**src/rtl/stdby_pkg.sv**
```systemverilog
package stdby_pkg;

    typedef enum logic [1:0] {
        ST_RUN      = 2'd0,
        ST_WAIT_CLR = 2'd1,
        ST_STOP     = 2'd2,
        ST_HALT     = 2'd3
    } sb_state_e;

    typedef struct packed {
        logic legal;
        logic to_stop;
        logic io0_only;
        logic aux_arm;
    } sb_dec_t;

    localparam int CFG_AUX0_BIT = 0;
    localparam int CFG_AUX1_BIT = 2;
    localparam int CFG_AUX2_BIT = 3;

    function automatic sb_dec_t sb_decode(input logic [3:0] op);
        sb_dec_t d;
        d = '0;
        unique case (op[2:0])
            3'b000, 3'b011: begin
                d.legal   = 1'b1;
                d.to_stop = 1'b1;
            end
            3'b110: begin
                d.legal    = 1'b1;
                d.to_stop  = 1'b1;
                d.io0_only = 1'b1;
            end
            3'b101: d.legal = 1'b1;
            default: d = '0;
        endcase
        d.aux_arm = op[3] & d.to_stop;
        return d;
    endfunction

endpackage

```
**src/rtl/stdby_sync.sv**
```systemverilog
module stdby_sync #(
    parameter int W      = 1,
    parameter int STAGES = 2
) (
    input  logic         clk,
    input  logic         rst,
    input  logic [W-1:0] d,
    output logic [W-1:0] q
);
    logic [W-1:0] chain [STAGES];

    generate
        for (genvar s = 0; s < STAGES; s++) begin : g_stage
            always_ff @(posedge clk) begin
                if (rst) chain[s] <= '0;
                else if (s == 0) chain[s] <= d;
                else chain[s] <= chain[(s == 0) ? 0 : s-1];
            end
        end
    endgenerate

    assign q = chain[STAGES-1];
endmodule

```
**src/rtl/stdby_wake_src.sv**
```systemverilog
module stdby_wake_src #(
    parameter int KIN_W       = 4,
    parameter int SYNC_STAGES = 2
) (
    input  logic             clk,
    input  logic             rst,
    input  logic [KIN_W-1:0] key_in,
    input  logic [2:0]       aux_pin,
    input  logic [2:0]       aux_en,
    input  logic             aux_armed,
    output logic             release_lvl
);
    localparam int SW = KIN_W + 3;

    logic [SW-1:0] raw_w, syn_w;
    logic [KIN_W-1:0] key_s;
    logic [2:0] aux_s;

    assign raw_w = {aux_pin, key_in};

    stdby_sync #(.W(SW), .STAGES(SYNC_STAGES)) u_sync (
        .clk (clk),
        .rst (rst),
        .d   (raw_w),
        .q   (syn_w)
    );

    assign key_s = syn_w[KIN_W-1:0];
    assign aux_s = syn_w[SW-1:KIN_W];

    assign release_lvl = (|key_s) | (aux_armed & |(aux_s & aux_en));
endmodule

```
**src/rtl/stdby_rst_stretch.sv**
```systemverilog
module stdby_rst_stretch #(
    parameter int RST_CYC = 4
) (
    input  logic clk,
    input  logic rst,
    input  logic trig,
    output logic active
);
    localparam int CW = $clog2(RST_CYC + 1);

    logic [CW-1:0] cnt_q;

    always_ff @(posedge clk) begin
        if (rst) cnt_q <= '0;
        else if (trig) cnt_q <= CW'(RST_CYC);
        else if (cnt_q != '0) cnt_q <= cnt_q - 1'b1;
    end

    assign active = (cnt_q != '0);
endmodule

```
**src/rtl/stdby_ctrl.sv**
```systemverilog
module stdby_ctrl
    import stdby_pkg::*;
#(
    parameter int KIO_W       = 4,
    parameter int KIN_W       = 4,
    parameter int TMR_W       = 10,
    parameter int RST_CYC     = 4,
    parameter int SYNC_STAGES = 2
) (
    input  logic             clk,
    input  logic             rst,
    input  logic             exec_halt,
    input  logic [3:0]       halt_op,
    input  logic [KIO_W-1:0] kio_dir,
    input  logic [KIO_W-1:0] kio_lvl,
    input  logic [KIN_W-1:0] key_in,
    input  logic [2:0]       aux_pin,
    input  logic [3:0]       port_cfg,
    input  logic [TMR_W-1:0] tmr_cnt,
    input  logic             tmr_permit,
    output logic             clk_en,
    output logic             wake,
    output logic             int_rst
);
    sb_state_e state_q, state_d;
    sb_dec_t   dec;
    logic      aux_q, aux_d;
    logic      wake_q, wake_d;
    logic      all_hi, io0_hi, pre_ok;
    logic      accept, bad_req;
    logic      tmr_busy, tmr_zero;
    logic      release_lvl;
    logic [2:0] aux_en;
    logic      cfg_unused;

    assign dec    = sb_decode(halt_op);
    assign all_hi = (&kio_dir) & (&kio_lvl);
    assign io0_hi = kio_dir[0] & kio_lvl[0];
    assign pre_ok = dec.io0_only ? io0_hi : all_hi;

    assign accept  = exec_halt && (state_q == ST_RUN) && !int_rst;
    assign bad_req = accept && (!dec.legal || (dec.to_stop && !pre_ok));

    assign tmr_zero = (tmr_cnt == '0);
    assign tmr_busy = !tmr_zero || tmr_permit;

    assign aux_en     = {port_cfg[CFG_AUX2_BIT], port_cfg[CFG_AUX1_BIT], port_cfg[CFG_AUX0_BIT]};
    assign cfg_unused = port_cfg[1];

    stdby_wake_src #(.KIN_W(KIN_W), .SYNC_STAGES(SYNC_STAGES)) u_wsrc (
        .clk         (clk),
        .rst         (rst),
        .key_in      (key_in),
        .aux_pin     (aux_pin),
        .aux_en      (aux_en),
        .aux_armed   (aux_q),
        .release_lvl (release_lvl)
    );

    stdby_rst_stretch #(.RST_CYC(RST_CYC)) u_rst (
        .clk    (clk),
        .rst    (rst),
        .trig   (bad_req),
        .active (int_rst)
    );

    always_comb begin
        state_d = state_q;
        aux_d   = aux_q;
        wake_d  = 1'b0;
        unique case (state_q)
            ST_RUN: begin
                if (accept && !bad_req) begin
                    if (!dec.to_stop) begin
                        state_d = ST_HALT;
                    end else begin
                        aux_d   = dec.aux_arm;
                        state_d = tmr_busy ? ST_WAIT_CLR : ST_STOP;
                    end
                end
            end
            ST_WAIT_CLR: if (!tmr_busy) state_d = ST_STOP;
            ST_STOP: begin
                if (release_lvl) begin
                    state_d = ST_RUN;
                    aux_d   = 1'b0;
                    wake_d  = 1'b1;
                end
            end
            ST_HALT: begin
                if (tmr_zero) begin
                    state_d = ST_RUN;
                    wake_d  = 1'b1;
                end
            end
            default: state_d = ST_RUN;
        endcase
    end

    always_ff @(posedge clk) begin
        if (rst) begin
            state_q <= ST_RUN;
            aux_q   <= 1'b0;
            wake_q  <= 1'b0;
        end else begin
            state_q <= state_d;
            aux_q   <= aux_d;
            wake_q  <= wake_d;
        end
    end

    assign clk_en = (state_q != ST_STOP);
    assign wake   = wake_q;
endmodule

```
**config.mk**
```make
export PLATFORM = sky130hd
export DESIGN_NAME = stdby_ctrl
export DESIGN_NICKNAME = d
export VERILOG_FILES = /design/src/rtl/stdby_pkg.sv /design/src/rtl/stdby_sync.sv /design/src/rtl/stdby_wake_src.sv /design/src/rtl/stdby_rst_stretch.sv /design/src/rtl/stdby_ctrl.sv
export SDC_FILE = /design/constraint.sdc
export NUM_CORES = 1
export LEC_CHECK = 0
export BUFFER_PORTS_ARGS = -buffer_cell sky130_fd_sc_hd__buf_2
export CAP_MARGIN = 0
export CORE_MARGIN = 5
export CORE_UTILIZATION = 35
export DETAILED_ROUTE_END_ITERATION = 8
export PLACE_DENSITY = 0.58
export SETUP_SLACK_MARGIN = 0.02
export SYNTH_ARGS = -nofsm -noshare
export SYNTH_HDL_FRONTEND = slang
export SYNTH_SLANG_ARGS = --single-unit
```
**constraint.sdc**
```tcl
create_clock -name clk -period 3.5 [get_ports clk]
set_input_delay 0.175 -clock clk [delete_from_list [all_inputs] [get_ports clk]]
set_output_delay 0.175 -clock clk [all_outputs]
set_load 0.1 [all_outputs]
```
==> impl_results.md <==
* Drt drc at 0
* Fraction of registers with async set/reset at 0%
* Final Wtd Congestion at about 0.74
* Reg2reg start: u_rst.cnt_q[0]$_SDFFE_PP0N_
* Worst Setup Path Type: reg -> out
* Clock-pin slew on the worst setup and hold paths at 0.11 ns
* Synth Register Bits at 21
* R2R Path End: aux_q$_SDFFE_PP0P_
* Post-place setup slack at approximately 1.9 ns
* # clock sinks at 21
* Worst Tran Pin Value at slightly below 0.5 ns
* Status: finished clean
* Leak pwr at 0.0005288 uW
* Post-CTS resize count at 0
* Mean Syn Cell Area at 9.201 sq um
* Critical Path Fanout Max at 4
* Final worst path period need at 1.762 ns
* Worst hold margin at 0.07543 ns
* Worst-skew pair later-pin latency at 0.30 ns
* Mapped Cells at just under 100
* Sequential area share after synthesis at 46.15%
* YS warnings at 0
* Iteration-0 DRC Markers at 21
* Worst setup margin at between 1.5 and 2 ns
* Final Setup Violations at 0
* Clock power share at a little under a fifth
* DIE WIDTH at 61.02 um
* Sequential share of power at between 40% and 50%
* Reg-to-reg setup timing slack at 1.85 ns
* Relative slew slack at 67.70%
* Critical Path AT at 1.59 ns
* Most numerous cell in the Yosys netlist: dfxtp_1
* Die height at 61.02 um
* Vias at 802
* Post-Route WL at between 1.5 and 2 mm
* Area Growth Syn to Fin at 27.20%
* Worst Hold End: u_wsrc.u_sync.chain[0][3]$_SDFF_PP0_
* DR vias/cell at about 4.7
* CP Launch Type: register
* Worst hold path stage count at 2
* Worst r2r path cells at 6
* Fin nets at between 150 and 200
* Ant diodes at 0
* Die area at 3723 sq um
* Crit share post-route at 50.34%
* Number of antenna violations at the first check in global routing at 0
* Post-synth EDFFs at 0
* Net count after synthesis at 138
* Ports at 40
* Max H-tree Level at 1
* PwrDens at 519.9 nW/um^2
* CP endpoint kind: output pin
* Fin. max-slew vios at 0
* Max Clock Freq at ~570 MHz
* CTS root buf: clkbuf_4
* Num rows at 18
* Detailed placer's ending HPWL at ~1.6 mm
* Postcts setup bufs at 0
* Net load switching power at approximately 220 uW
* CTS tree: yes
* Buffers added on ports at 38
* Initial core utilization at 36.77%
* Vias in the first global route at 792
* Sw Share at 37.17%
* Hold Path Class: in -> reg
* Primary FF master, synth: dfxtp_1
* Post-synth cell types at 30
* VDD IR max at 573.5 uV
* GRT overflow at 0
* Fillers at ~260
* Setup TNS at 0 ns
* Unrepaired setup endpoints after global routing: no
* Cell area after synthesis at ~900 sq um
* Internal power at 378.5 uW
* Area share of the largest cell type after synthesis at 46.15%
* Multi-input gate area at 460.4 sq um
* Register Area at 420.4 sq um
* Hold buffer count at cts at 0
* Max Buffers Root-to-Sink at 2
* Final Hold Fails at 0
* First-pass GRT wire length at 3.118 mm
* Final Skew at 0.003883 ns
* Core area at 2477 sq um
* Share of cells above drive strength 1 at 33.09%
* All-Layer GR Usage at 11.25%
* Area contributors post-synth: dfxtp_1, nor2b_1, nor2_1
* ANT nets after route at 0
* CP Data Required Time at ~3.3 ns
* Max_cap viols at 0
* Comb power frac at between 30% and 40%
* Routed len/inst at between 10 and 15 um
* DRT Pass-1 Iters at 4
* Critical hold path startpoint: key_in[3]
* Maximum number of pins on one net before global-route repair at 22
* Post-synth top cells: dfxtp_1, nor2b_1, nor2_1
* CTS Buf Count at 3
* Post-synth top area cell: dfxtp_1
-- worst max path at each step --
stage / cells after the start / from / to / slack, ns
after floorplan: 6 / u_rst.cnt_q[0]$_SDFFE_PP0N_ / u_rst.cnt_q[1]$_SDFFE_PP0N_ / 1.84
after global placement: 6 / u_rst.cnt_q[0]$_SDFFE_PP0N_ / aux_q$_SDFFE_PP0P_ / 1.89
after detailed placement: 6 / u_rst.cnt_q[0]$_SDFFE_PP0N_ / aux_q$_SDFFE_PP0P_ / 1.85
after CTS: 5 / u_rst.cnt_q[0]$_SDFFE_PP0N_ / int_rst / 1.71
after global routing: 5 / u_rst.cnt_q[0]$_SDFFE_PP0N_ / int_rst / 1.53
final: 5 / u_rst.cnt_q[0]$_SDFFE_PP0N_ / int_rst / 1.74
-- logic make-up after synthesis --
group / after synthesis / synth area share, %
AND/OR/NAND/NOR: 47 / 29.81
flip-flops: 21 / 46.15
AO/OA/AOI/OAI: 16 / 12.78
buffers and inverters: 8 / 3.297
multiplexers: 3 / 3.297
XOR/XNOR: 2 / 1.923
adder cells (fa/ha/maj): 2 / 2.747
-- stage by stage --
step | instance area (sq um) | total power [uW] | std cells | util, %
2_1_floorplan | 910.9 | 447.4 | 99 | -
3_3_place_gp | 1131 | 492.7 | 165 | 45.66
3_5_place_dp | 1131 | 498.4 | 165 | 45.66
4_1_cts | 1159 | 611.7 | 169 | 46.77
5_1_grt | 1159 | 648.9 | 169 | 46.77
6_report | 1159 | 602.4 | 169 | 46.77
-- sequential cells by signal (all words and copies together) (netlist names) --
signal,cells
aux_q,1
u_rst.cnt_q,3
state_q,2
u_wsrc.u_sync.chain,14
wake,1
-- power by group through the flow --
stage | registers, uW | logic, uW | clock network, uW
after global placement | 279 | 213 | 0
after CTS | 274 | 220 | 118
after floorplan | 279 | 168 | 0
after global routing | 277 | 243 | 129
final | 275 | 217 | 111
after detailed placement | 280 | 219 | 0
-- critical path, stage by stage (launching register included) --
cell,delay [ns]
dfxtp_1,0.32
inv_1,0.06
ha_1,0.21
nor2b_1,0.17
inv_1,0.09
buf_2,0.43
-- per-layer routing --
layer / vias up / routed length (um) / global-route usage [%]
met3: 2 / 163 / 4.612
met5: - / 0 / 0
met2: 26 / 998 / 21.37
li1: 421 / - / -
met4: 0 / 13 / 1.858
met1: 353 / 711 / 11.70
-- cell usage in the layout, fill, tap and decap left out, types with 2 or more instances in the layout --
master     n
a211oi_1   2
a21oi_1    2
buf_2     38
clkbuf_4   3
dfxtp_1   21
ha_1       2
inv_1      6
mux2i_1    3
nand2_1    5
nand3_1    6
nand3b_1   2
nor2_1    11
nor2b_1   15
nor4_1     3
o21ai_0    3
-- final cells by class --
type / count / share of cell area, %
repair buffers: 38 / 16.41
flip-flops and latches: 21 / 36.29
clock inverters: 1 / 0.4320
inverters: 6 / 1.944
clock buffers: 3 / 1.944
well taps: 30 / 3.240
multi-input cells: 70 / 39.74
Note: power is estimated with default switching activity, not from simulation.
